File: src/rtl/pkt_sync_pkg.sv
package pkt_sync_pkg;

    typedef logic [7:0] byte_t;

    localparam int unsigned PKT_BYTES  = 7;
    localparam int unsigned HOLD_BYTES = PKT_BYTES - 1;
    localparam int unsigned DATA_BYTES = 3;
    localparam int unsigned DATA_W     = DATA_BYTES * 8;

    // One byte of CRC-8, MSB first, non-reflected
    function automatic byte_t crc8_byte(byte_t crc_in, byte_t data, byte_t poly);
        byte_t c;
        c = crc_in ^ data;
        for (int b = 0; b < 8; b++) begin
            c = c[7] ? ((c << 1) ^ poly) : (c << 1);
        end
        return c;
    endfunction

endpackage

File: src/rtl/psync_crc8.sv
module psync_crc8
    import pkt_sync_pkg::*;
#(
    parameter int unsigned NBYTES = 6,
    parameter logic [7:0]  POLY   = 8'h07,
    parameter logic [7:0]  INIT   = 8'h00
) (
    input  logic [NBYTES-1:0][7:0] msg_i,   // index 0 is processed first
    output logic [7:0]             crc_o
);

    byte_t stage [NBYTES+1];

    assign stage[0] = INIT;

    for (genvar i = 0; i < NBYTES; i++) begin : g_byte
        assign stage[i+1] = crc8_byte(stage[i], msg_i[i], POLY);
    end

    assign crc_o = stage[NBYTES];

endmodule

File: src/rtl/psync_check.sv
module psync_check
    import pkt_sync_pkg::*;
#(
    parameter int unsigned ADDR_LIMIT = 40,
    parameter int unsigned CMD_MAX    = 31,
    parameter logic [7:0]  DST_KEY    = 8'h55,
    parameter logic [7:0]  SRC_KEY    = 8'hAA
) (
    input  logic [7:0] dst_raw,
    input  logic [7:0] src_raw,
    input  logic [7:0] cmd_raw,
    input  logic [7:0] crc_calc,
    input  logic [7:0] crc_rx,
    output logic [7:0] dst_dec,
    output logic [7:0] src_dec,
    output logic       frame_ok
);

    localparam logic [8:0] LIMIT_W = 9'(ADDR_LIMIT);
    localparam logic [8:0] CMAX_W  = 9'(CMD_MAX);

    logic dst_in_range, src_in_range, cmd_in_range, crc_match;

    always_comb begin
        dst_dec      = dst_raw ^ DST_KEY;
        src_dec      = src_raw ^ SRC_KEY;
        dst_in_range = {1'b0, dst_dec} < LIMIT_W;
        src_in_range = {1'b0, src_dec} < LIMIT_W;
        cmd_in_range = {1'b0, cmd_raw} <= CMAX_W;
        crc_match    = crc_calc == crc_rx;
        frame_ok     = dst_in_range && src_in_range && cmd_in_range && crc_match;
    end

endmodule

File: src/rtl/pkt_sync.sv
module pkt_sync
    import pkt_sync_pkg::*;
#(
    parameter int unsigned ADDR_LIMIT = 40,
    parameter int unsigned CMD_MAX    = 31,
    parameter logic [7:0]  DST_KEY    = 8'h55,
    parameter logic [7:0]  SRC_KEY    = 8'hAA,
    parameter logic [7:0]  CRC_POLY   = 8'h07,
    parameter logic [7:0]  CRC_INIT   = 8'h00
) (
    input  logic              clk,
    input  logic              rst_n,
    input  logic [7:0]        rx_byte,
    input  logic              rx_valid,
    output logic [7:0]        dst_addr,
    output logic [7:0]        src_addr,
    output logic [7:0]        cmd,
    output logic [DATA_W-1:0] payload,
    output logic              pkt_valid
);

    localparam int unsigned CW = $clog2(HOLD_BYTES + 1);
    localparam logic [CW-1:0] FULL = CW'(HOLD_BYTES);

    typedef struct packed {
        logic [HOLD_BYTES-1:0][7:0] win;   // win[0] is the oldest byte
        logic [CW-1:0]              cnt;
        logic [7:0]                 dst;
        logic [7:0]                 src;
        logic [7:0]                 cmd;
        logic [DATA_W-1:0]          data;
        logic                       vld;
    } sync_st_t;

    sync_st_t st_q, st_d;

    logic [7:0] crc_calc;
    logic [7:0] dst_dec, src_dec;
    logic       frame_ok;

    psync_crc8 #(
        .NBYTES (HOLD_BYTES),
        .POLY   (CRC_POLY),
        .INIT   (CRC_INIT)
    ) u_crc (
        .msg_i  (st_q.win),
        .crc_o  (crc_calc)
    );

    psync_check #(
        .ADDR_LIMIT (ADDR_LIMIT),
        .CMD_MAX    (CMD_MAX),
        .DST_KEY    (DST_KEY),
        .SRC_KEY    (SRC_KEY)
    ) u_check (
        .dst_raw  (st_q.win[0]),
        .src_raw  (st_q.win[1]),
        .cmd_raw  (st_q.win[2]),
        .crc_calc (crc_calc),
        .crc_rx   (rx_byte),
        .dst_dec  (dst_dec),
        .src_dec  (src_dec),
        .frame_ok (frame_ok)
    );

    always_comb begin
        st_d     = st_q;
        st_d.vld = 1'b0;
        if (rx_valid) begin
            if (st_q.cnt < FULL) begin
                for (int i = 0; i < HOLD_BYTES; i++) begin
                    if (st_q.cnt == CW'(i)) st_d.win[i] = rx_byte;
                end
                st_d.cnt = st_q.cnt + 1'b1;
            end else if (frame_ok) begin
                st_d.dst  = dst_dec;
                st_d.src  = src_dec;
                st_d.cmd  = st_q.win[2];
                st_d.data = {st_q.win[3], st_q.win[4], st_q.win[5]};
                st_d.vld  = 1'b1;
                st_d.cnt  = '0;
            end else begin
                for (int i = 0; i < HOLD_BYTES - 1; i++) begin
                    st_d.win[i] = st_q.win[i+1];
                end
                st_d.win[HOLD_BYTES-1] = rx_byte;
                st_d.cnt = FULL;
            end
        end
    end

    always_ff @(posedge clk or negedge rst_n) begin
        if (!rst_n) st_q <= '0;
        else        st_q <= st_d;
    end

    assign dst_addr  = st_q.dst;
    assign src_addr  = st_q.src;
    assign cmd       = st_q.cmd;
    assign payload   = st_q.data;
    assign pkt_valid = st_q.vld;


    pulse_single_chk: assert property (@(posedge clk) disable iff (!rst_n)
        pkt_valid |=> !pkt_valid);


    fields_hold_chk: assert property (@(posedge clk) disable iff (!rst_n)
        !pkt_valid |-> ($stable(dst_addr) && $stable(src_addr) && $stable(cmd) && $stable(payload)));


    pulse_after_strobe_chk: assert property (@(posedge clk) disable iff (!rst_n)
        $rose(pkt_valid) |-> $past(rx_valid));


    addr_range_chk: assert property (@(posedge clk) disable iff (!rst_n)
        pkt_valid |-> (({1'b0, dst_addr} < 9'(ADDR_LIMIT)) && ({1'b0, src_addr} < 9'(ADDR_LIMIT))));


    cmd_range_chk: assert property (@(posedge clk) disable iff (!rst_n)
        pkt_valid |-> ({1'b0, cmd} <= 9'(CMD_MAX)));


    fill_bound_chk: assert property (@(posedge clk) disable iff (!rst_n)
        st_q.cnt <= FULL);


    fill_step_chk: assert property (@(posedge clk) disable iff (!rst_n)
        (rx_valid && st_q.cnt < FULL) |=> (st_q.cnt == $past(st_q.cnt) + 1'b1) && !pkt_valid);


    empty_after_chk: assert property (@(posedge clk) disable iff (!rst_n)
        pkt_valid |-> st_q.cnt == '0);


    slide_keep_chk: assert property (@(posedge clk) disable iff (!rst_n)
        (rx_valid && st_q.cnt == FULL && !frame_ok) |=> (st_q.cnt == FULL) && !pkt_valid);


    idle_hold_chk: assert property (@(posedge clk) disable iff (!rst_n)
        !rx_valid |=> $stable(st_q.cnt) && $stable(st_q.win) && !pkt_valid);

endmodule

File: config.mk
export PLATFORM = sky130hd
export DESIGN_NAME = pkt_sync
export DESIGN_NICKNAME = d
export VERILOG_FILES = /design/src/rtl/pkt_sync_pkg.sv /design/src/rtl/psync_crc8.sv /design/src/rtl/psync_check.sv /design/src/rtl/pkt_sync.sv
export SDC_FILE = /design/constraint.sdc
export NUM_CORES = 1
export LEC_CHECK = 0
export ABC_AREA = 1
export BUFFER_PORTS_ARGS = -buffer_cell sky130_fd_sc_hd__clkbuf_2
export CAP_MARGIN = 10
export CORE_UTILIZATION = 61
export DETAILED_ROUTE_END_ITERATION = 10
export GPL_TIMING_DRIVEN = 0
export PLACE_DENSITY = 0.81
export SETUP_SLACK_MARGIN = 0.15
export SLEW_MARGIN = 20
export SYNTH_ARGS = -nofsm -noshare
export SYNTH_HDL_FRONTEND = slang
export SYNTH_SLANG_ARGS = --single-unit
File: constraint.sdc
create_clock -name clk -period 5.4 [get_ports clk]
set_input_delay 0.27 -clock clk [delete_from_list [all_inputs] [get_ports clk]]
set_output_delay 0.27 -clock clk [all_outputs]
set_load 0.01 [all_outputs]
== After elaboration in Yosys (flattened, before gate mapping) ==
Index checks and enable logic that the tools add are counted.

* Register bits after elaboration: 100
* Latch bits: 0
* Memory bits (writable): 0
* Bits in read-only memories: 0
* Output and inout port bits: 49
* Word-level logic and storage cells: 157
* Memories: 0

* Add/sub/neg operators: 1
* Multipliers: 0
* Div/mod/pow operators: 0
* Order comparisons: 4
* Eq/ne operators: 13
* Shift operators: 0
* Multiplexer cells: 60
* Bitwise operators: 56
* Reductions and logical operators: 11

{| class="wikitable"
|+ Operators by type and width
! operator !! count
|-
| 2-to-1 mux 3 bit || 49
|-
| inverter 3 bit || 48
|-
| 2-to-1 mux 51 bit || 1
|-
| 2-to-1 mux 48 bit || 1
|-
| 2-to-1 mux 8 bit || 6
|-
| bitwise XOR 8 bit || 5
|-
| AND reduction 3 bit || 7
|-
| < comparator 8 x 6 -> 1 bit (second input constant) || 2
|-
| != test 2 x 1 -> 1 bit (second input constant) || 7
|-
| equality test 8 bit || 1
|-
| <= comparator 8 x 5 -> 1 bit (second input constant) || 1
|-
| inverter 4 bit || 2
|-
| equality test 3 x 2 -> 1 bit (second input constant) || 2
|-
| equality test 3 bit (second input constant) || 2
|-
| adder 3 x 1 -> 3 bit (second input constant) || 1
|-
| equality test 3 x 1 -> 1 bit (second input constant) || 1
|-
| logical AND 1 bit || 3
|-
| logical NOT 3 bit || 1
|-
| < comparator 3 bit (second input constant) || 1
|-
| 2-to-1 mux 1 bit || 3
|-
| inverter 1 bit || 1
|}

== Depth between registers and ports, before layout ==
Gate-level depths: netlist of the first run.

* Word-level depth: 106
* Mapped depth: 43

== Hierarchy ==
A second synthesis of the first run with hierarchy kept.

* Cells, all modules: 1172
* Area total of the unflattened synthesis: 7576.0 µm²

{| class="wikitable"
|+ Modules (own cells, without submodules)
! module !! instances !! cells each !! area an instance (µm²)
|-
| pkt_sync || 1 || 588 || 4799.6
|-
| psync_crc8 || 1 || 539 || 2528.7
|-
| psync_check || 1 || 45 || 247.7
|}

== Least setup slack after synthesis of the first run ==
No wires, ideal clock.

* Kind: flip-flop to flip-flop
* Start: register st_q[56] (netlist name)
* End: register st_q[53] (netlist name)
* Setup time: 0.118 ns
* Arrival: 3.753 ns
* Required time: 5.282 ns
* Path slack: 1.528 ns
* Stages on the path, launching flop included: 41
* Path through: dfrtp_1 > inv_2 > ha_1 > inv_1 > nand2_1 > nand2_1 > nand2_1 > nand2_1 > nand2_1 > nand2_1 > nand3_1 > nand2_2 > nand2_1 > nand2_1 > nand2_1 > nand2_2 > nand2_2 > nand2_1 > (+5 left out) > nand2_1 > nand2_1 > nand2_2 > inv_2 > nand2_2 > nand3_1 > nand2_1 > nand2_1 > nand2_1 > nand2_1 > nand2_1 > nand2_1 > nor2_4 > nand3_4 > buf_6 > buf_6 > nand4_1 > nand2_1

{| class="wikitable"
|+ RTL lines
! element !! line !! RTL
|-
| start: declaration || pkt_sync.sv:35 || <nowiki>sync_st_t st_q, st_d;</nowiki>
|-
| start signal: assignment || pkt_sync.sv:94 || <nowiki>else st_q <= st_d;</nowiki>
|-
| inverter 4 bit (no source line) || - ||
|-
| via dst_dec[4] || pkt_sync.sv:38 || <nowiki>logic [7:0] dst_dec, src_dec;</nowiki>
|-
| < comparator 8 x 6 -> 1 bit || psync_check.sv:27 || <nowiki>dst_in_range = {1'b0, dst_dec} < LIMIT_W;</nowiki>
|-
| logical AND 1 bit (3 in series) || psync_check.sv:31 || <nowiki>frame_ok = dst_in_range && src_in_range && cmd_in_range && crc_match;</nowiki>
|-
| != test 2 x 1 -> 1 bit (no source line) || - ||
|-
| AND reduction 3 bit (no source line) || - ||
|}

The timed path passes the listed nets, and every way through them passes these cells.
A chain may end at the register's enable or synchronous reset.

== Final worst setup path of the first run ==
* Start: register st_q[59] (netlist name)
* End: register st_q, in the netlist dst_addr[6]

* Longest elaborated chain between the ends: 38

{| class="wikitable"
|+ Ends and longest elaborated chain
! element !! line !! RTL
|-
| 2-to-1 mux 3 bit || pkt_sync_pkg.sv:15 || <nowiki>c = c[7] ? ((c << 1) ^ poly) : (c << 1);</nowiki>
|-
| inverter 3 bit (no source line) || - ||
|-
| 2-to-1 mux 3 bit || pkt_sync_pkg.sv:15 ||
|-
| inverter 3 bit (no source line) || - ||
|-
| 2-to-1 mux 3 bit || pkt_sync_pkg.sv:15 ||
|-
| bitwise XOR 8 bit || pkt_sync_pkg.sv:13 || <nowiki>c = crc_in ^ data;</nowiki>
|-
| 2-to-1 mux 3 bit || pkt_sync_pkg.sv:15 ||
|-
| inverter 3 bit (no source line) || - ||
|-
| (+22 left out) || - ||
|-
| 2-to-1 mux 3 bit || pkt_sync_pkg.sv:15 ||
|-
| inverter 3 bit (no source line) || - ||
|-
| 2-to-1 mux 3 bit || pkt_sync_pkg.sv:15 ||
|-
| inverter 3 bit (no source line) || - ||
|-
| 2-to-1 mux 3 bit || pkt_sync_pkg.sv:15 ||
|-
| equality test 8 bit || psync_check.sv:30 || <nowiki>crc_match = crc_calc == crc_rx;</nowiki>
|-
| logical AND 1 bit (*) || psync_check.sv:31 ||
|-
| AND reduction 3 bit (no source line) (*) || - ||
|}

Mark *: on every way between the ends. The rest lies on a longest branch, timed or not.

==> run summary, run 1 <==
Antenna viol nets, final - 0
WL final - 20300 µm
Global-route wire length before repair - 31800 µm
Yosys warnings - 0
CTS Buffer Depth - 2
GP Congestion - 0.947
Worst Path Buf+Inv - 7
Layout fillers - 1030
Area occupied by multi-input gates - 3770 µm²
FF-to-FF path depth - 40
Met2 usage - 51.8%
Sequential area share after synthesis - 35.2%
Final period utilization - 88.8%
Die Y - 110 µm
Reg2reg start - st_q[59]
Ant diodes - 0
Largest delay share family, worst path - simple AND/OR/NAND/NOR gates
#FFs+latches synth - 100
Final HPWL from detailed placement - 15200 µm
Drt pass-1 iters - 6
CP Capture Type - register
Initial antenna violation count - 0
Clock slew seen by the registers of the worst setup and hold paths - 0.08 ns
Worst Tran Pin Value - 0.799 ns
Area Growth Syn to Fin - 13.1%
CTS Root Cell - clkbuf_16
Final Max Tran Viols - 0
CTS H-Tree Depth - 3
Final WS setup - 0.604 ns
Grt met1 use - 51.6%
CTS Sinks - 100
Die ar. - 12100 µm²
Synthesized area per cell - 6.54 µm²
WS Path Type - reg -> reg
Routed WL per cell - 15.5 µm
Slew margin rel. - 46.8%
Hold path startpoint - rx_byte[2]
Setup violations, final - 0
Core area - 11400 µm²
Reg2reg setup slack - 0.60 ns
Layout cells sized above 1 - 17.7%
Via density per instance - 5.65
Worst r2r dst - dst_addr[6]
Cell Area, Synth - 7120 µm²
Yosys cell types - 27
Critical path's most frequent cell - nand2_1
Nets - 1187
GRT Max-Usage Layer - met2
Num CTS Buffers - 9
Status - completed
I/O Buffers - 59
Syn_nets - 1107
Max Fanout on Critical Path - 10
Final hold violation count - 0
Row count - 39
Slowest cell on crit path - dfrtp_2
WHS Path Cells - 3
Synth area leaders - dfrtp_1 (35%), nand2_1 (24%), nand3_1 (9.6%), inv_1 (5.2%), buf_4 (5.1%)
Reg area - 2510 µm²
RSZ-0062 raised after global routing - no
Non-filler instance count after layout - 1316
Setup crit start kind - register
Max Cap Viol - 0
Worst Path Arrival - 5.04 ns
Pre-CTS WS - 0.709 ns
Hold Path Class - in -> reg
Post-Place Cells - 1291
Critical Path RT - 5.64 ns
Largest net degree at the start of global routing - 59
Max Fclk - 0.209 GHz
GR Util All Layers - 34.9%
Initial Utilization - 62.3%
I/O pin total - 60
GR Overflow Total - 0
Clock latency on the worst-skew pair - 0.36 ns
Clock skew - 0.0108 ns
TritonCTS clock tree - done
Residual DRC count - 0
Setup TNS - 0 ns
Final min period - 4.80 ns
Synth area leader - dfrtp_1
Yosys top cell area share - 35.2%
Total number of vias - 7432
GR Util met3 - 5.64%
1st-iter DRT viols - 986
Vias in the first global route - 6428
Delay of the slowest critical-path stage - 0.44 ns
Hold endpoint - st_q[94]
Gate Count Post-Synth - 1088
Die Span X - 110 µm
[state kept, by name (all words and copies together) (netlist names)]
signal and cells:
st_q 51, payload 24, cmd 8, dst_addr 8, src_addr 8, pkt_valid 1
[cells by family (layout without fill, tap and decap cells)]
family / Yosys count / after routing / synth area share, %
simple gates: 697 / 698 / 43.3
buf+inv: 184 / 268 / 12.7
flops: 100 / 100 / 35.2
compound gates: 89 / 89 / 6.26
xor+xnor: 10 / 10 / 1.23
fa+ha+maj: 8 / 8 / 1.41
[worst register-to-register path: cells and delay by family, from the launching register on]
kind	cells	cell delay [ns]
AND/OR/NAND/NOR	31	3.12
buffers and inverters	7	0.79
flip-flops	1	0.44
adder cells (fa/ha/maj)	1	0.27
AO/OA/AOI/OAI	1	0.06
[routing by layer]
layer / wire (µm) / part of all wire (%) / vias to the layer above
met1: 8860 / 44 / 3357
met5: 0 / 0 / -
met4: 571 / 2.8 / 0
met2: 8840 / 43 / 387
li1: - / - / 3627
met3: 2070 / 10 / 61
[cell usage after synthesis]
master and instances:
xor2_1 6, nand4_1 51, nand3_4 1, nand2_1 454, o21ai_0 42, or2_2 1, nand3b_1 1, a21oi_1 3
xnor2_1 4, nand3_2 5, clkbuf_1 12, nand2_2 30, ha_1 8, buf_4 48, o21ai_1 44, nand4_4 1
nor2_2 1, nor4_1 2, buf_1 1, buf_2 12, nor2_4 2, nand3_1 137, dfrtp_1 100, buf_6 2
inv_1 98, inv_2 11, nor2_1 11
[worst max-delay path by stage]
| stage | from | end | slack (ns) | cells after the start |
|---|---|---|---|---|
| 2_1_floorplan | st_q[56] | st_q[53] | 1.53 | 40 |
| 3_3_place_gp | st_q[56] | dst_addr[7] | 0.76 | 34 |
| 3_5_place_dp | st_q[56] | payload[1] | 0.71 | 39 |
| 4_1_cts | st_q[56] | payload[6] | 0.66 | 39 |
| 5_1_grt | st_q[59] | st_q[53] | 0.15 | 40 |
| 6_report | st_q[59] | dst_addr[6] | 0.60 | 40 |
[per-stage QoR]
stage               area (µm²)  hold slack (ns)  util, %
floorplan                 7120          -0.0256        -
global placement          7590            0.450     66.5
detailed placement        7630            0.219     66.8
CTS                       7930            0.195     69.4
global route              8050            0.219     70.5
finish                    8050            0.199     70.5
[cell type report]
type | instances | share of cell area (%)
buffer | 75 | 6.26
timing repair buffer | 68 | 4.90
clock buffer | 10 | 2.97
multi-input combinational | 805 | 46.8
inverter | 109 | 5.11
sequential | 100 | 31.1
tap | 143 | 2.22
clock inverter | 6 | 0.591
[cell usage in the layout, fill, tap and decap left out, types with 2 or more instances in the layout]
| cell type | n |
|---|---|
| xor2_1 | 6 |
| clkbuf_16 | 9 |
| clkbuf_1 | 12 |
| a21oi_1 | 3 |
| o21ai_1 | 44 |
| nand3_2 | 11 |
| o21ai_0 | 42 |
| nor4_1 | 2 |
| xnor2_1 | 4 |
| nand4_1 | 51 |
| nand2_2 | 31 |
| buf_6 | 2 |
| ha_1 | 8 |
| clkinvlp_4 | 3 |
| nand2_1 | 453 |
| nand4_4 | 2 |
| clkbuf_8 | 2 |
| nor2_4 | 2 |
| clkbuf_2 | 58 |
| inv_1 | 98 |
| inv_2 | 10 |
| dfrtp_2 | 3 |
| nand3_1 | 131 |
| buf_2 | 7 |
| dfrtp_1 | 97 |
| nor2_1 | 11 |
| buf_4 | 59 |
[what timing repair did]
action	4_1_cts	5_1_grt
gates resized for setup	0	21
buffers inserted	0	7
hold buffers	1	0
hold endpoints to repair	42	0
endpoints found under the setup margin	0	97
Power of run 1 is not shown: default switching activity piles up to over one toggle a cycle in this logic, so the estimate is an artifact.
==> inputs of run 2 (changes only) <==
--- a/config.mk
+++ b/config.mk
@@ -8,6 +8,7 @@
 export ABC_AREA = 1
 export BUFFER_PORTS_ARGS = -buffer_cell sky130_fd_sc_hd__clkbuf_2
 export CAP_MARGIN = 10
+export CORE_MARGIN = 10
 export CORE_UTILIZATION = 61
 export DETAILED_ROUTE_END_ITERATION = 10
 export GPL_TIMING_DRIVEN = 0
==> run summary, run 2 (synthesis results as in run 1) <==
Hold Path Class - in -> reg
GR Overflow Total - 0
GR Util All Layers - 26.0%
Slew margin rel. - 47.5%
I/O pin total - 60
DP Area - 7630 µm²
Largest net degree at the start of global routing - 59
Final min period - 4.84 ns
TritonCTS clock tree - done
Ant diodes - 0
Critical Path End - dst_addr[6]
Worst Path Arrival - 5.09 ns
I/O Buffers - 59
Layout cells sized above 1 - 18.1%
Worst Tran Pin Value - 0.787 ns
Final HPWL from detailed placement - 16300 µm
Num CTS Buffers - 9
Most frequent cells in the layout - nand2_1 (451), nand3_1 (133), inv_1 (98)
Worst r2r dst - dst_addr[6]
Global-route wire length before repair - 34100 µm
Via density per instance - 5.70
Die Span X - 128 µm
Final period utilization - 89.7%
Met2 usage - 37.8%
Clock skew - 0.00957 ns
FF-to-FF path depth - 40
Critical path startpoint - st_q[59]
1st-iter DRT viols - 954
Max Fclk - 0.206 GHz
Core area - 11400 µm²
Max Cap Viol - 0
Setup TNS - 0 ns
Final Max Tran Viols - 0
WL final - 21900 µm
Clock slew seen by the registers of the worst setup and hold paths - 0.07 ns
Final hold violation count - 0
Worst hold margin - 0.192 ns
Clock latency on the worst-skew pair - 0.36 ns
Pre-CTS WS - 0.639 ns
Reg2reg start - st_q[59]
CTS Sinks - 100
Die ar. - 16400 µm²
Max reg flops - 51
Grt met1 use - 36.3%
Worst Path Buf+Inv - 6
Residual DRC count - 0
Reg2reg setup slack - 0.56 ns
Status - completed
Setup violations, final - 0
Antenna viol nets, final - 0
Delay of the slowest critical-path stage - 0.44 ns
CP Capture Type - register
Largest Register - st_q
Commonest non-fill, non-tap cell in the layout - nand2_1
Drt pass-1 iters - 6
Largest delay share family, worst path - simple AND/OR/NAND/NOR gates
Setup crit start kind - register
GRT Max-Usage Layer - met2
Vias in the first global route - 6742
CTS Root Cell - clkbuf_16
GP Congestion - 0.990
Final WS setup - 0.556 ns
RSZ-0062 raised after global routing - no
Critical Path RT - 5.65 ns
CTS Buffer Depth - 2
Critical path's most frequent cell - nand2_1
Total number of vias - 7517
GR Util met3 - 5.17%
Slowest cell on crit path - dfrtp_2
WS Path Type - reg -> reg
Routed WL per cell - 16.6 µm
Nets - 1190
Initial Utilization - 62.3%
Initial antenna violation count - 0
CTS H-Tree Depth - 3
Row count - 39
Post-route cell area - 8190 µm²
Die Y - 128 µm
WP depth - 40
Area Growth Syn to Fin - 15.0%
Max Fanout on Critical Path - 10
-- run 2: changes by cell type in the layout (fill, tap and decap cells not counted), moves of 3 or more --
cell / change
buf_12: +3
buf_6: +9
clkinv_2: +3
buf_2: -3
buf_4: -7
clkinvlp_4: -3
-- run 2: per-layer routing --
layer  part of all wire (%)  wire, µm
met1                     44      9560
met3                     10      2240
met5                      0         0
met4                    3.4       744
met2                     43      9340
-- run 2: through the flow --
step | utilization [%] | cells
after floorplan | - | 1088
after global placement | 66.5 | 1290
after detailed placement | 66.8 | 1291
after CTS | 69.5 | 1308
after global routing | 71.7 | 1319
final | 71.7 | 1319
-- run 2: worst min path at each step --
stage | from | endpoint | depth (start not counted)
finish | rx_byte[2] | st_q[94] | 3
global route | rx_byte[2] | st_q[94] | 3
CTS | rx_byte[2] | st_q[94] | 3
detailed placement | rst_n | dst_addr[6] | 1
global placement | cmd[6] | cmd[6] | 2
floorplan | rst_n | cmd[0] | 0
-- run 2: what timing repair did --
item                                   4_1_cts  5_1_grt
resized for setup                            0       43
endpoints found under the hold margin       42        0
hold buffers                                 1        0
buffers inserted                             0        8
setup endpoints to repair                    0       64
-- run 2: cell type report --
class                      instances  area [µm²]
buffer                            75         552
clock buffer                      11         253
clock inverter                     5        50.0
fill                            1035        3230
inverter                         109         409
multi-input combinational        806        3790
sequential                       100        2510
tap                              143         179
timing repair buffer              70         448
-- run 2: worst min-delay path: cells and delay by family --
family | cells | cell delay, ns
AND/OR/NAND/NOR | 2 | 0.13
buffers and inverters | 1 | 0.11
Power of run 2 is left out for the same reason.
==> inputs of run 3 (changes only) <==
--- a/config.mk
+++ b/config.mk
@@ -5,7 +5,7 @@
 export SDC_FILE = /design/constraint.sdc
 export NUM_CORES = 1
 export LEC_CHECK = 0
-export ABC_AREA = 1
+export ABC_AREA = 0
 export BUFFER_PORTS_ARGS = -buffer_cell sky130_fd_sc_hd__clkbuf_2
 export CAP_MARGIN = 10
 export CORE_MARGIN = 10
==> run summary, run 3 <==
Num CTS Buffers - 9
WL final - 14800 µm
Initial antenna violation count - 0
Async SR Flop Fraction - 100%
Largest Register - st_q
Status - completed
Most frequent cells in the layout - dfrtp_1 (100), clkbuf_2 (56), xnor2_1 (54)
Slew margin rel. - 27.2%
TritonCTS clock tree - done
Delay of the slowest critical-path stage - 0.54 ns
Fin util - 68.4%
Die ar. - 15500 µm²
CTS Buffer Depth - 2
GP Congestion - 0.903
Antenna viol nets, final - 0
Worst Path Buf+Inv - 2
CTS H-Tree Depth - 3
Worst Tran Pin Value - 1.09 ns
Synthesized area per cell - 12.2 µm²
Reg2reg start - st_q[59]
Vias in the first global route - 4483
Via density per instance - 5.45
GR Util All Layers - 19.4%
Residual DRC count - 0
Max Fclk - 0.204 GHz
WHS Path Cells - 2
GR Util met3 - 4.00%
Slowest cell on crit path - o221ai_4
Grt met1 use - 24.8%
Hold Path Class - in -> reg
1st-iter DRT viols - 321
EDFF count, synth - 0
Post-synth top cells - dfrtp_1 (100), xnor2_1 (54), buf_4 (51)
FF-to-FF path depth - 14
Cell with the most instances after synthesis - dfrtp_1
Reg2reg setup slack - 0.49 ns
Final min period - 4.91 ns
Area Growth Syn to Fin - 10.7%
Yosys cell types - 56
Setup TNS - 0 ns
Sequential area share after synthesis - 37.7%
Total number of vias - 4128
Gate Count Post-Synth - 542
CTS resizes - 0
Layout cells sized above 1 - 34.2%
Synth area leader - dfrtp_1
Cell Area, Synth - 6640 µm²
Max Cap Viol - 0
Clock slew seen by the registers of the worst setup and hold paths - 0.11 ns
GRT Max-Usage Layer - met2
Top FF cell, synth - dfrtp_1
CP Cell Sequence - buf_4 -> inv_1 -> ha_1 -> xor3_2 -> xor2_2 -> xnor2_1 -> xnor3_1 -> xnor2_1 -> xnor2_1 -> nor3_1 -> a2111oi_4 -> nand4_4 -> o221ai_4 -> mux2_4
Worst Path Arrival - 5.19 ns
CTS Sinks - 100
Critical path's most frequent cell - xnor2_1
Largest net degree at the start of global routing - 60
Final hold violation count - 0
Drt pass-1 iters - 4
Nets - 631
Setup crit start kind - register
CP Capture Type - register
Commonest non-fill, non-tap cell in the layout - dfrtp_1
Die Span X - 124 µm
Core area - 10700 µm²
Max Fanout on Critical Path - 8
CTS Root Cell - clkbuf_8
Critical Path RT - 5.68 ns
Hold path startpoint - rx_byte[6]
Final HPWL from detailed placement - 11200 µm
I/O Buffers - 57
Final Max Tran Viols - 0
Syn_nets - 561
Met2 usage - 32.8%
Largest delay share family, worst path - XOR/XNOR gates
Die Y - 124 µm
Final period utilization - 91.0%
Yosys top cell area share - 37.7%
Row count - 38
Hold endpoint - st_q[98]
GR Overflow Total - 0
Worst r2r dst - st_q[75]
Setup violations, final - 0
I/O pin total - 60
RSZ-0062 raised after global routing - no
Global-route wire length before repair - 24200 µm
# Post-CTS Setup Buffers - 0
Max reg flops - 51
Initial Utilization - 61.8%
Yosys warnings - 0
Critical path startpoint - st_q[59]
#FFs+latches synth - 100
Clock skew - 0.0128 ns
Ant diodes - 0
Synth area leaders - dfrtp_1 (38%), xnor3_1 (8.8%), xnor2_1 (7.1%), mux2_2 (6.3%), buf_4 (5.8%)
Routed WL per cell - 19.6 µm
Clock latency on the worst-skew pair - 0.38 ns
WS Path Type - reg -> reg
Layout fillers - 830
## run 3: timing repair
| item | in CTS | in global routing |
|---|---|---|
| hold buffers | 1 | 0 |
| setup endpoints to repair | 0 | 0 |
| endpoints found under the hold margin | 41 | 0 |
## run 3: metrics by stage
stage	instances	worst slack, ns	hold WS (ns)	cell area (µm²)
final	757	0.488	0.135	7350
after global routing	757	0.256	0.145	7350
after CTS	757	0.474	0.134	7350
after detailed placement	740	0.511	0.219	7140
after global placement	739	0.594	0.470	7100
after floorplan	542	0.962	-0.0256	6640
## run 3: layer usage
metal	part of all wire, %	up-vias	routed length [µm]
met2	50	98	7400
met1	44	2085	6470
met3	4.5	23	663
li1	-	1922	-
met5	0	-	0
met4	1.9	0	280
## run 3: how the worst max path moves through the flow
stage | slack (ns) | end | cells after the start
5_1_grt | 0.26 | st_q[83] | 14
2_1_floorplan | 0.96 | cmd[3] | 17
4_1_cts | 0.47 | st_q[83] | 14
3_3_place_gp | 0.59 | st_q[75] | 14
6_report | 0.49 | st_q[75] | 14
3_5_place_dp | 0.51 | st_q[83] | 14
## run 3: layout make-up
type | instances | area [µm²] | share of cell area, %
well taps | 140 | 175 | 2.38
clock buffers | 10 | 138 | 1.87
inverters | 44 | 165 | 2.25
flip-flops and latches | 100 | 2500 | 34.0
repair buffers | 59 | 332 | 4.51
multi-input cells | 330 | 3490 | 47.5
plain buffers | 68 | 482 | 6.55
clock inverters | 6 | 68.8 | 0.936
## run 3: logic make-up (layout without fill, tap and decap cells)
group                      after synthesis  after routing  synth area share [%]
buffers and inverters                  112            187                  9.74
AOI/OAI and AO/OA                       60             60                  7.26
muxes                                   93             93                  16.4
DFF                                    100            100                  37.7
xor gates and xnor gates               109            109                  22.0
adders and majority gates                8              8                  1.51
and+or+nand+nor                         60             60                  5.45
Power of run 3 is left out for the same reason.
